===== config.mk =====
export PLATFORM = sky130hd
export DESIGN_NAME = lcd_mux_ctrl
export DESIGN_NICKNAME = d
export VERILOG_FILES = /design/src/rtl/lcd_pkg.sv /design/src/rtl/lcd_regfile.sv /design/src/rtl/lcd_bias_timer.sv /design/src/rtl/lcd_scan.sv /design/src/rtl/lcd_pin_encoder.sv /design/src/rtl/lcd_mux_ctrl.sv
export SDC_FILE = /design/constraint.sdc
export NUM_CORES = 1
export LEC_CHECK = 0
export BUFFER_PORTS_ARGS = -buffer_cell sky130_fd_sc_hd__clkbuf_2
export CAP_MARGIN = 20
export CELL_PAD_IN_SITES_DETAIL_PLACEMENT = 1
export CELL_PAD_IN_SITES_GLOBAL_PLACEMENT = 1
export CORE_MARGIN = 3
export CORE_UTILIZATION = 50
export DETAILED_ROUTE_END_ITERATION = 6
export MAX_ROUTING_LAYER = met4
export PLACE_DENSITY_LB_ADDON = 0.1
export SYNTH_ARGS = -nofsm -noshare
export SYNTH_HDL_FRONTEND = slang
export SYNTH_SLANG_ARGS = --single-unit

===== constraint.sdc =====
create_clock -name clk -period 3.2 [get_ports clk]
set_input_delay 0.32 -clock clk [delete_from_list [all_inputs] [get_ports clk]]
set_output_delay 0.32 -clock clk [all_outputs]
set_load 0.02 [all_outputs]

===== src/rtl/lcd_pkg.sv =====
package lcd_pkg;

    localparam int ADDR_W    = 8;
    localparam int FRAME_LSB = 4;

    localparam logic [ADDR_W-1:0] ADR_DUTY  = 8'h80;
    localparam logic [ADDR_W-1:0] ADR_BIAS  = 8'h81;
    localparam logic [ADDR_W-1:0] ADR_DELAY = 8'h82;
    localparam logic [ADDR_W-1:0] ADR_MODE  = 8'h83;
    localparam logic [ADDR_W-1:0] ADR_MASK0 = 8'h88;

    typedef enum logic [1:0] {
        LVL_GND = 2'b00,
        LVL_V1  = 2'b01,
        LVL_V2  = 2'b10,
        LVL_V3  = 2'b11
    } lvl_e;

    typedef enum logic [1:0] {
        MODE_GND   = 2'b00,
        MODE_DATA  = 2'b01,
        MODE_BLANK = 2'b10,
        MODE_FILL  = 2'b11
    } mode_e;

endpackage


===== src/rtl/lcd_regfile.sv =====
module lcd_regfile
    import lcd_pkg::*;
#(
    parameter int NUM_SEG = 65,
    parameter int NUM_COM = 8,
    parameter int DUTY_W  = 4,
    parameter int FRAME_W = 2,
    parameter int DLY_W   = 8
) (
    input  logic                   clk,
    input  logic                   rst_n,
    input  logic                   wr_en,
    input  logic [ADDR_W-1:0]      wr_addr,
    input  logic [7:0]             wr_data,
    output logic [NUM_SEG*8-1:0]   mem_flat,
    output logic [NUM_SEG-1:0]     seg_en,
    output logic [DUTY_W-1:0]      duty,
    output logic [FRAME_W-1:0]     frame,
    output logic                   bias_on,
    output logic [DLY_W-1:0]       dly,
    output mode_e                  mode
);

    localparam int SEG_IW     = $clog2(NUM_SEG);
    localparam int MASK_BYTES = (NUM_SEG + 7) / 8;

    typedef struct packed {
        logic [NUM_SEG-1:0][7:0] mem;
        logic [NUM_SEG-1:0]      seg_en;
        logic [DUTY_W-1:0]       duty;
        logic [FRAME_W-1:0]      frame;
        logic                    bias_on;
        logic [DLY_W-1:0]        dly;
        mode_e                   mode;
    } regs_t;

    regs_t st_d, st_q;
    logic [ADDR_W-1:0] moff;
    logic [3:0]        duty_req;

    always_comb begin
        st_d     = st_q;
        moff     = wr_addr - ADR_MASK0;
        duty_req = wr_data[3:0];
        if (wr_en) begin
            if (wr_addr < ADDR_W'(NUM_SEG)) begin
                st_d.mem[wr_addr[SEG_IW-1:0]] = wr_data;
            end else begin
                case (wr_addr)
                    ADR_DUTY: begin
                        st_d.duty  = (int'(duty_req) > NUM_COM) ? DUTY_W'(NUM_COM)
                                                                : DUTY_W'(duty_req);
                        st_d.frame = wr_data[FRAME_LSB +: FRAME_W];
                    end
                    ADR_BIAS:  st_d.bias_on = wr_data[0];
                    ADR_DELAY: st_d.dly     = wr_data[DLY_W-1:0];
                    ADR_MODE:  st_d.mode    = mode_e'(wr_data[1:0]);
                    default: begin
                        if (wr_addr >= ADR_MASK0 && moff < ADDR_W'(MASK_BYTES)) begin
                            for (int b = 0; b < 8; b++) begin
                                if (int'(moff) * 8 + b < NUM_SEG) begin
                                    st_d.seg_en[int'(moff) * 8 + b] = wr_data[b];
                                end
                            end
                        end
                    end
                endcase
            end
        end
    end

    always_ff @(posedge clk or negedge rst_n) begin
        if (!rst_n) begin
            st_q <= '0;
        end else begin
            st_q <= st_d;
        end
    end

    assign mem_flat = st_q.mem;
    assign seg_en   = st_q.seg_en;
    assign duty     = st_q.duty;
    assign frame    = st_q.frame;
    assign bias_on  = st_q.bias_on;
    assign dly      = st_q.dly;
    assign mode     = st_q.mode;

    // a mode write never disturbs display memory
    assert_mem_kept_R10: assert property (@(posedge clk) disable iff (!rst_n)
        (wr_en && wr_addr == ADR_MODE) |=> $stable(st_q.mem))
        else $error("display memory changed by a mode write");

endmodule


===== src/rtl/lcd_bias_timer.sv =====
module lcd_bias_timer #(
    parameter int DLY_W = 8
) (
    input  logic             clk,
    input  logic             rst_n,
    input  logic             bias_on,
    input  logic [DLY_W-1:0] dly,
    output logic             ready
);

    typedef struct packed {
        logic [DLY_W-1:0] cnt;
    } tmr_t;

    tmr_t st_d, st_q;

    always_comb begin
        st_d = st_q;
        if (!bias_on) begin
            st_d.cnt = '0;
        end else if (st_q.cnt != '1) begin
            st_d.cnt = st_q.cnt + 1'b1;
        end
    end

    always_ff @(posedge clk or negedge rst_n) begin
        if (!rst_n) begin
            st_q <= '0;
        end else begin
            st_q <= st_d;
        end
    end

    assign ready = bias_on && (st_q.cnt >= dly);

endmodule


===== src/rtl/lcd_scan.sv =====
module lcd_scan #(
    parameter int DUTY_W  = 4,
    parameter int SLOT_W  = 3,
    parameter int FRAME_W = 2
) (
    input  logic               clk,
    input  logic               rst_n,
    input  logic               active,
    input  logic [DUTY_W-1:0]  duty,
    input  logic [FRAME_W-1:0] frame,
    output logic [SLOT_W-1:0]  slot,
    output logic               pol
);

    localparam int PRE_W = 1 << FRAME_W;

    typedef struct packed {
        logic [PRE_W-1:0]  pre;
        logic [SLOT_W-1:0] slot;
        logic              pol;
    } scan_t;

    scan_t st_d, st_q;
    logic [PRE_W:0]    span;
    logic [PRE_W:0]    last;
    logic [DUTY_W-1:0] eff_duty;
    logic [DUTY_W-1:0] slot_nxt;

    always_comb begin
        st_d     = st_q;
        span     = (PRE_W + 1)'(2) << frame;
        last     = span - 1'b1;
        eff_duty = (duty == '0) ? DUTY_W'(1) : duty;
        slot_nxt = DUTY_W'(st_q.slot) + 1'b1;
        if (!active) begin
            st_d = '0;
        end else if (DUTY_W'(st_q.slot) >= eff_duty) begin
            st_d.pre  = '0;
            st_d.slot = '0;
            st_d.pol  = ~st_q.pol;
        end else if ({1'b0, st_q.pre} == last) begin
            st_d.pre = '0;
            if (slot_nxt >= eff_duty) begin
                st_d.slot = '0;
                st_d.pol  = ~st_q.pol;
            end else begin
                st_d.slot = SLOT_W'(slot_nxt);
            end
        end else begin
            st_d.pre = st_q.pre + 1'b1;
        end
    end

    always_ff @(posedge clk or negedge rst_n) begin
        if (!rst_n) begin
            st_q <= '0;
        end else begin
            st_q <= st_d;
        end
    end

    assign slot = st_q.slot;
    assign pol  = st_q.pol;

    // returning to slot 0 from a later slot starts a frame of opposite polarity
    assert_frame_flip_R8: assert property (@(posedge clk) disable iff (!rst_n)
        (active && $past(active) && st_q.slot == '0 && $past(st_q.slot) != '0)
            |-> (st_q.pol != $past(st_q.pol)))
        else $error("polarity did not invert at frame wrap");

endmodule


===== src/rtl/lcd_pin_encoder.sv =====
module lcd_pin_encoder
    import lcd_pkg::*;
#(
    parameter int NUM_COM = 8,
    parameter int NUM_SEG = 65,
    parameter int DUTY_W  = 4,
    parameter int SLOT_W  = 3
) (
    input  logic                   clk,
    input  logic                   rst_n,
    input  logic                   active,
    input  mode_e                  mode,
    input  logic [SLOT_W-1:0]      slot,
    input  logic                   pol,
    input  logic [DUTY_W-1:0]      duty,
    input  logic [NUM_SEG-1:0]     seg_en,
    input  logic [NUM_SEG*8-1:0]   mem_flat,
    output logic [NUM_COM-1:0]     com_oe,
    output logic [2*NUM_COM-1:0]   com_lvl,
    output logic [NUM_SEG-1:0]     seg_oe,
    output logic [2*NUM_SEG-1:0]   seg_lvl
);

    logic [NUM_COM-1:0] com_ext;

    for (genvar k = 0; k < NUM_COM; k++) begin : g_com
        logic cfg_k;
        logic sel_k;
        lvl_e lvl_k;
        always_comb begin
            cfg_k = DUTY_W'(k) < duty;
            sel_k = SLOT_W'(k) == slot;
            if (!cfg_k || !active) begin
                lvl_k = LVL_GND;
            end else if (sel_k) begin
                lvl_k = pol ? LVL_GND : LVL_V3;
            end else begin
                lvl_k = pol ? LVL_V2 : LVL_V1;
            end
        end
        assign com_oe[k]          = cfg_k;
        assign com_lvl[2*k +: 2]  = lvl_k;
        assign com_ext[k]         = com_oe[k] && active &&
                                    (com_lvl[2*k +: 2] == (pol ? LVL_GND : LVL_V3));
    end

    for (genvar i = 0; i < NUM_SEG; i++) begin : g_seg
        logic [7:0] seg_byte;
        logic       on_i;
        lvl_e       lvl_i;
        always_comb begin
            seg_byte = mem_flat[i*8 +: 8];
            case (mode)
                MODE_FILL:  on_i = 1'b1;
                MODE_BLANK: on_i = 1'b0;
                default:    on_i = seg_byte[slot];
            endcase
            if (!seg_en[i] || !active) begin
                lvl_i = LVL_GND;
            end else if (!pol) begin
                lvl_i = on_i ? LVL_GND : LVL_V2;
            end else begin
                lvl_i = on_i ? LVL_V3 : LVL_V1;
            end
        end
        assign seg_oe[i]         = seg_en[i];
        assign seg_lvl[2*i +: 2] = lvl_i;
    end

    // never more than one common at the selected extreme level
    assert_single_select_R8: assert property (@(posedge clk) disable iff (!rst_n)
        $onehot0(com_ext))
        else $error("more than one common selected");

endmodule


===== src/rtl/lcd_mux_ctrl.sv =====
module lcd_mux_ctrl
    import lcd_pkg::*;
#(
    parameter int NUM_COM = 8,
    parameter int NUM_SEG = 65,
    parameter int FRAME_W = 2,
    parameter int DLY_W   = 8
) (
    input  logic                 clk,
    input  logic                 rst_n,
    input  logic                 wr_en,
    input  logic [7:0]           wr_addr,
    input  logic [7:0]           wr_data,
    output logic [NUM_COM-1:0]   com_oe,
    output logic [2*NUM_COM-1:0] com_lvl,
    output logic [NUM_SEG-1:0]   seg_oe,
    output logic [2*NUM_SEG-1:0] seg_lvl
);

    localparam int DUTY_W = $clog2(NUM_COM + 1);
    localparam int SLOT_W = (NUM_COM > 1) ? $clog2(NUM_COM) : 1;

    logic [NUM_SEG*8-1:0] mem_flat;
    logic [NUM_SEG-1:0]   seg_en;
    logic [DUTY_W-1:0]    duty;
    logic [FRAME_W-1:0]   frame;
    logic                 bias_on;
    logic [DLY_W-1:0]     dly;
    mode_e                mode;
    logic                 bias_ready;
    logic                 active;
    logic [SLOT_W-1:0]    slot;
    logic                 pol;

    lcd_regfile #(
        .NUM_SEG(NUM_SEG), .NUM_COM(NUM_COM), .DUTY_W(DUTY_W),
        .FRAME_W(FRAME_W), .DLY_W(DLY_W)
    ) i_regs (
        .clk(clk), .rst_n(rst_n), .wr_en(wr_en), .wr_addr(wr_addr), .wr_data(wr_data),
        .mem_flat(mem_flat), .seg_en(seg_en), .duty(duty), .frame(frame),
        .bias_on(bias_on), .dly(dly), .mode(mode)
    );

    lcd_bias_timer #(.DLY_W(DLY_W)) i_bias (
        .clk(clk), .rst_n(rst_n), .bias_on(bias_on), .dly(dly), .ready(bias_ready)
    );

    assign active = (mode != MODE_GND) && bias_ready;

    lcd_scan #(.DUTY_W(DUTY_W), .SLOT_W(SLOT_W), .FRAME_W(FRAME_W)) i_scan (
        .clk(clk), .rst_n(rst_n), .active(active), .duty(duty), .frame(frame),
        .slot(slot), .pol(pol)
    );

    lcd_pin_encoder #(
        .NUM_COM(NUM_COM), .NUM_SEG(NUM_SEG), .DUTY_W(DUTY_W), .SLOT_W(SLOT_W)
    ) i_enc (
        .clk(clk), .rst_n(rst_n), .active(active), .mode(mode), .slot(slot), .pol(pol),
        .duty(duty), .seg_en(seg_en), .mem_flat(mem_flat),
        .com_oe(com_oe), .com_lvl(com_lvl), .seg_oe(seg_oe), .seg_lvl(seg_lvl)
    );

    // the first cycle out of reset has every pin at high impedance
    assert_reset_hiz_R1: assert property (@(posedge clk)
        $rose(rst_n) |-> (com_oe == '0 && seg_oe == '0))
        else $error("pin driven straight out of reset");

    // no waveform level before the bias delay has expired
    assert_gnd_until_bias_R4: assert property (@(posedge clk) disable iff (!rst_n)
        !bias_ready |-> (com_lvl == '0 && seg_lvl == '0))
        else $error("waveform before bias ready");

    // a segment without its enable bit never drives
    assert_seg_needs_enable_R2: assert property (@(posedge clk) disable iff (!rst_n)
        (seg_oe & ~seg_en) == '0)
        else $error("segment driven without enable");

endmodule


* Yosys cells after proc, flatten, opt, wreduce, memory -nomap -nowiden
Index checks and enable logic that the tools add are counted.
** Storage, ports and cells
- Word-level logic and storage cells :: 867
- Flip-flop bits (word level) :: 618
- Bits of input ports :: 19
** Operators by class
- Bitwise gates (word level) :: 3
- Shifts and indexed selects :: 1
- Muxes and demuxes :: 546
- Reductions and logical operators :: 170
- Eq/ne operators :: 18
- Add/sub/neg operators :: 12
- $lt $le $gt $ge :: 42
** Operators by type and width (number)
- $mux 65 :: 36
- $mux 2 :: 278
- $bwmux 520 :: 1
- $bwmux 65 :: 8
- $ge 32x1->1 const B :: 7
- $lt 32x8->1 const B :: 7
- $lt 32x9->1 const B :: 7
- $bmux 1 s3 :: 65
- $pmux 1 s2 :: 65
- $logic_not 1->1 :: 74
- $mux 1 :: 74
- $logic_or 1x1->1 :: 73
- $demux 8 s7 :: 1
- $demux 1 s7 :: 7
- $add 11x3->12 const B :: 4
- $mux 8 :: 5
- $eq 8x8->1 const B :: 4
- $add 11x2->12 const B :: 2
- $lt 3x4->1 const A :: 4
- $mux 4 :: 4
- $add 11x1->12 const B :: 1
- $eq 3x3->1 const A :: 4
- $logic_and 1x1->1 :: 12
- $reduce_and 3->1 :: 4
- 37 further kinds :: 45

* Logic depth before layout (Yosys ltp)
- Depth after elaboration :: 49
- Mapped depth :: 10
- Mapped depth without buffers :: 8

* Hierarchy
Synthesis repeated with hierarchy kept, for this count alone.
** Unflattened totals
- Cells, all modules :: 2688
- Area total of the unflattened synthesis :: 32575.0 sq um
** By module, submodules not included
- lcd_regfile :: times used 1, area an instance 23248.5 sq um, cells an instance 1455
- lcd_pin_encoder :: times used 1, area an instance 8085.3 sq um, cells an instance 1091
- lcd_scan :: times used 1, area an instance 641.9 sq um, cells an instance 72
- lcd_bias_timer :: times used 1, area an instance 591.8 sq um, cells an instance 69
- lcd_mux_ctrl :: times used 1, area an instance 7.5 sq um, cells an instance 1

* Worst setup path before layout
Ideal clock, no wire load.
- Kind :: register to output
- Start :: register i_bias.st_q[7] (netlist name)
- End :: output seg_lvl[0]
- Arrival time :: 2.125 ns
- Stages on the path, launching flop included :: 9
- Slack :: 0.755 ns
- Path buffers :: 2
- Path through :: dfrtp_1 > ha_1 > and2_1 > o2111ai_1 > o21ai_1 > and2_1 > clkbuf_1 > clkbuf_1 > and3_1
** Between the ends
- Cells in the longest elaborated chain, start to end :: 6
** Ends and longest elaborated chain
- start: declaration :: line lcd_bias_timer.sv:15 : tmr_t st_d, st_q;
- start signal: assignment :: line lcd_bias_timer.sv:30 : st_q <= st_d;
- $ge 8x8->1 :: line lcd_bias_timer.sv:34 : assign ready = bias_on && (st_q.cnt >= dly);
- $logic_and 1x1->1 :: line lcd_bias_timer.sv:34
- $logic_and 1x1->1 :: line lcd_mux_ctrl.sv:48 : assign active = (mode != MODE_GND) && bias_ready;
- $logic_not 1->1 :: line lcd_pin_encoder.sv:58 : if (!seg_en[i] || !active) begin
- $logic_or 1x1->1 :: line lcd_pin_encoder.sv:58
- $mux 2 :: line lcd_pin_encoder.sv:58
- end: declaration :: line lcd_mux_ctrl.sv:17 : output logic [2*NUM_SEG-1:0] seg_lvl
No other way between the ends.

* Worst setup path after layout
- Start :: register i_scan.st_q (netlist bit i_scan.slot[0])
- End :: output seg_lvl[1]
** Between the ends
- Cells in the longest elaborated chain, start to end :: 6
- Elaborated cells on any way between the ends :: 7
** Ends and longest elaborated chain
- start: declaration :: line lcd_scan.sv:23 : scan_t st_d, st_q;
- start signal: assignment :: line lcd_scan.sv:58 : st_q <= st_d;
- $bmux 1 s3 (*) :: line lcd_pin_encoder.sv:56 : default: on_i = seg_byte[slot];
- $mux 1 (implied by the code) (*) :: line lcd_pin_encoder.sv:56
- $pmux 1 s2 (*) :: line lcd_pin_encoder.sv:53 : case (mode)
- $mux 2, on equally long branches :: line lcd_pin_encoder.sv:61, lcd_pin_encoder.sv:63
- $mux 2 (*) :: line lcd_pin_encoder.sv:60 : end else if (!pol) begin
- $mux 2 (*) :: line lcd_pin_encoder.sv:58
Mark *: on every way between the ends. The rest lies on a longest branch, timed or not. The select of a mux whose other input is x is not followed.

==> impl_metrics.csv <==
group,metric,value,unit
logic_synthesis,synth-edff-count,0,
critical_path,cp.arrival,2.88,ns
global_routing,grt_max_degree,88,
logic_synthesis,async_flop_share,100,%
pwr,p_switching,4.15,mW
route,drt_pass1_iterations,5,
floorplanning,die_w,251,um
final_layout,num-nets-final,2442,
final_layout,final_common_cell,"dfrtp_1",
sta,hold_viol,0,
global_routing,grt_remaining_overflow,0,
floorplanning,core_area,59100,um^2
run_status,status,"complete, no violations",
final_layout,drive_above_1_share,54.5,%
sta,relSlewSlack,46.1,%
route,totalWireLength,94500,um
pwr,seq_power_share,46.2,%
hold_path,hp-class,"primary input to flip-flop",
sta,setup_viol,0,
place,hpwl,53800,um
route,top_layer,"met4",
logic_synthesis,synth_seq_area_share,51.7,%
final_layout,fill_cells,5525,
sta,tns,0,ns
sta,period_minus_slack,3.20,ns
clock_network,ctsLongestPathBuffers,3,
clock_network,cts_root_buffer,"clkbuf_16",
route,dr.first_iter.drc_count,1340,
floorplanning,io_pins,238,
sta,worst_pin_slew,0.808,ns
critical_path,worstSetupStartpointType,"flip-flop",
logic_synthesis,ys_warn_count,0,
logic_synthesis,syn_nets,2162,
route,ant_nets,0,
pwr,power_switching_share,23.5,%
route,via_per_inst,6.14,
critical_path,cp.required,2.88,ns
clock_network,cts_sinks,618,
pwr,comb_power_share,6.6,%
global_routing,grt_pass1_wl,137000,um
flow_run,cap_viol_max_count,0,
critical_path,path_class,"flip-flop to output port",
sta,rsz0062_at_grt,"yes",
route,via_count,19800,
clock_network,clk_pin_slew_worst_paths,0.07,ns
clock_network,cts-buffers-inserted,68,
logic_synthesis,ys_seq_elements,618,
final_layout,syn_to_final_growth,21.3,%
pwr,cellLeakagePower,18.1,nW
route,met1Wirelength,40200,um
global_routing,grt_pass1_vias,21600,
clock_network,cts_max_level,3,
pwr,peakVddDrop,0.000351,V
sta,drv_slew,0,
global_routing,grt_usage,29.7,%
floorplanning,start_util,50.6,%
global_routing,antenna_found_initial,11,
critical_path,path_max_fanout,7,
clock_network,tritoncts,"done",
logic_synthesis,ys_types,58,
floorplanning,row_count,89,
sta,fin_crit_sh,99.8,%
floorplanning,die_y,251,um
sta,skew,0.00626,ns
logic_synthesis,ys.flop_type,"dfrtp_1",
route,routed-wl-met2,46400,um
route,wl_per_cell,29.3,um
pwr,cell_internal_pwr,13.5,mW
pwr,clkPwrFrac,47.2,%
pwr,powerDensity,487,nW/um^2
place,portBuffers,237,
clock_network,clkLatencyLatePin,0.60,ns
pwr,power,17.7,mW
logic_synthesis,synth.avg_cell_area,14.2,um^2
logic_synthesis,netlist_instances,2115,
final_layout,final_cell_mix,"dfrtp_1 (612), mux2_2 (577), clkbuf_2 (197)",
sta,fmax,313,MHz
place,gp_congestion,0.789,
critical_path,worstSetupEndpointType,"output port",
route,drcViolationCount,0,
floorplanning,dieArea,62800,um^2
route,wl_met3,4990,um
logic_synthesis,synth_area,29900,um^2
cell type report:
cell class / instances / area, um^2 / area share, %
clock inverters: 24 / 333 / 0.917
diodes: 7 / 17.5 / 0.0483
repair buffers: 390 / 3210 / 8.84
well taps: 773 / 967 / 2.66
inverters: 28 / 108 / 0.296
multi-input cells: 1289 / 14200 / 39.0
flip-flops and latches: 618 / 15500 / 42.6
clock buffers: 97 / 2020 / 5.58
synthesized netlist by cell type (2+ instances only):
cell type	count	area, um^2
o221ai_1	65	569
nand4_1	4	25.0
and2_1	6	37.5
nand2_1	57	214
nor3b_1	3	22.5
a31oi_1	3	18.8
a21o_1	2	15.0
mux4_2	130	2930
xnor2_1	76	666
nor2b_1	6	37.5
xor2_1	5	43.8
buf_6	3	33.8
nand3_1	15	75.1
clkbuf_1	119	447
nand2_2	24	150
buf_2	19	95.1
o2111ai_1	2	17.5
dfrtp_1	618	15500
and4_1	2	17.5
inv_1	27	101
nor2_8	6	120
o21ai_1	2	10.0
mux2_2	577	6500
nand3b_1	7	52.6
nand2b_1	9	56.3
buf_4	16	120
nor3_1	15	75.1
nor2b_4	2	27.5
buf_1	23	86.3
or2_2	3	18.8
nor2_2	15	93.8
and3b_1	4	35.0
nor2_1	31	116
a21oi_1	8	40.0
o21ai_0	13	65.1
mux2_1	15	169
and3_1	135	845
ha_1	28	350
repair_timing:
action	4_1_cts	5_1_grt
setup buffers	8	20
setup endpoints to repair	66	95
gates cloned	5	12
hold endpoints to repair	69	0
gates resized for setup	45	100
hold buffers	1	0
pin swaps	5	17
state kept, by name, summed over array words and instances (netlist names):
signal,count
i_regs.mem_flat,520
i_bias.st_q,8
i_scan.slot,3
i_regs.dly,8
i_regs.frame,2
i_regs.mode,2
i_scan.st_q,4
i_regs.seg_en,65
i_regs.bias_on,1
i_scan.pol,1
i_regs.duty,4
kinds of logic (layout without fill, tap and decap cells):
group                    Yosys count  count (layout)  synth area share (%)
multiplexers                     723             723                  32.1
flip-flops                       618             618                  51.7
AND/OR/NAND/NOR                  354             354                  7.08
buffers and inverters            208             539                  2.96
AO/OA/AOI/OAI                    103             103                  2.67
XOR/XNOR                          81              81                  2.37
adder cells (fa/ha/maj)           28              28                  1.17
other                              0               7                     0
worst paths after layout:
check / from / endpoint / slack, ns / cells after the start
max: i_scan.slot[0] / seg_lvl[1] / 0.005 / 7
min: wr_addr[2] / i_regs.seg_en[32] / 0.29 / 3
max reg2reg: i_regs.duty[3] / i_scan.slot[0] / 0.48 / 8
min reg2reg: i_regs.mem_flat[231] / i_regs.mem_flat[231] / 0.49 / 1
max in group asynchronous: rst_n / i_regs.mem_flat[42] / 1.81 / 4
min in group asynchronous: rst_n / i_regs.mem_flat[317] / 0.33 / 2
metal layers:
metal / vias up / GRT usage, %
li1: 8373 / -
met1: 10700 / 38.3
met2: 560 / 48.2
met3: 167 / 4.97
met4: 0 / 9.88
met5: - / -
per-stage QoR:
stage | worst slack [ns] | hold slack [ns] | cell area [um^2] | util, % | instances
after floorplan | 0.755 | 0.0244 | 29900 | - | 2115
after global placement | 0.445 | 0.403 | 32500 | 55.0 | 3052
after detailed placement | 0.414 | 0.422 | 32500 | 55.0 | 3052
after CTS | -0.0382 | 0.250 | 35400 | 59.9 | 3187
after global routing | -0.0640 | 0.288 | 36300 | 61.4 | 3226
final | 0.00484 | 0.294 | 36300 | 61.4 | 3226
critical path: stages, from the launching register on:
cell and delay [ns]:
dfrtp_4 0.42, buf_12 0.17, bufbuf_16 0.31, mux4_2 0.54, o221ai_2 0.32, xnor2_1 0.15
and3_1 0.17, clkbuf_2 0.17
power groups by stage:
stage	Combinational, mW	Clock (mW)	Sequential, mW
2_1_floorplan	0.564	0	8.26
3_3_place_gp	1.06	0	8.28
3_5_place_dp	1.09	0	8.30
4_1_cts	1.13	8.44	8.16
5_1_grt	1.25	8.85	8.19
6_report	1.17	8.34	8.17
(Power assumes the default switching activity.)
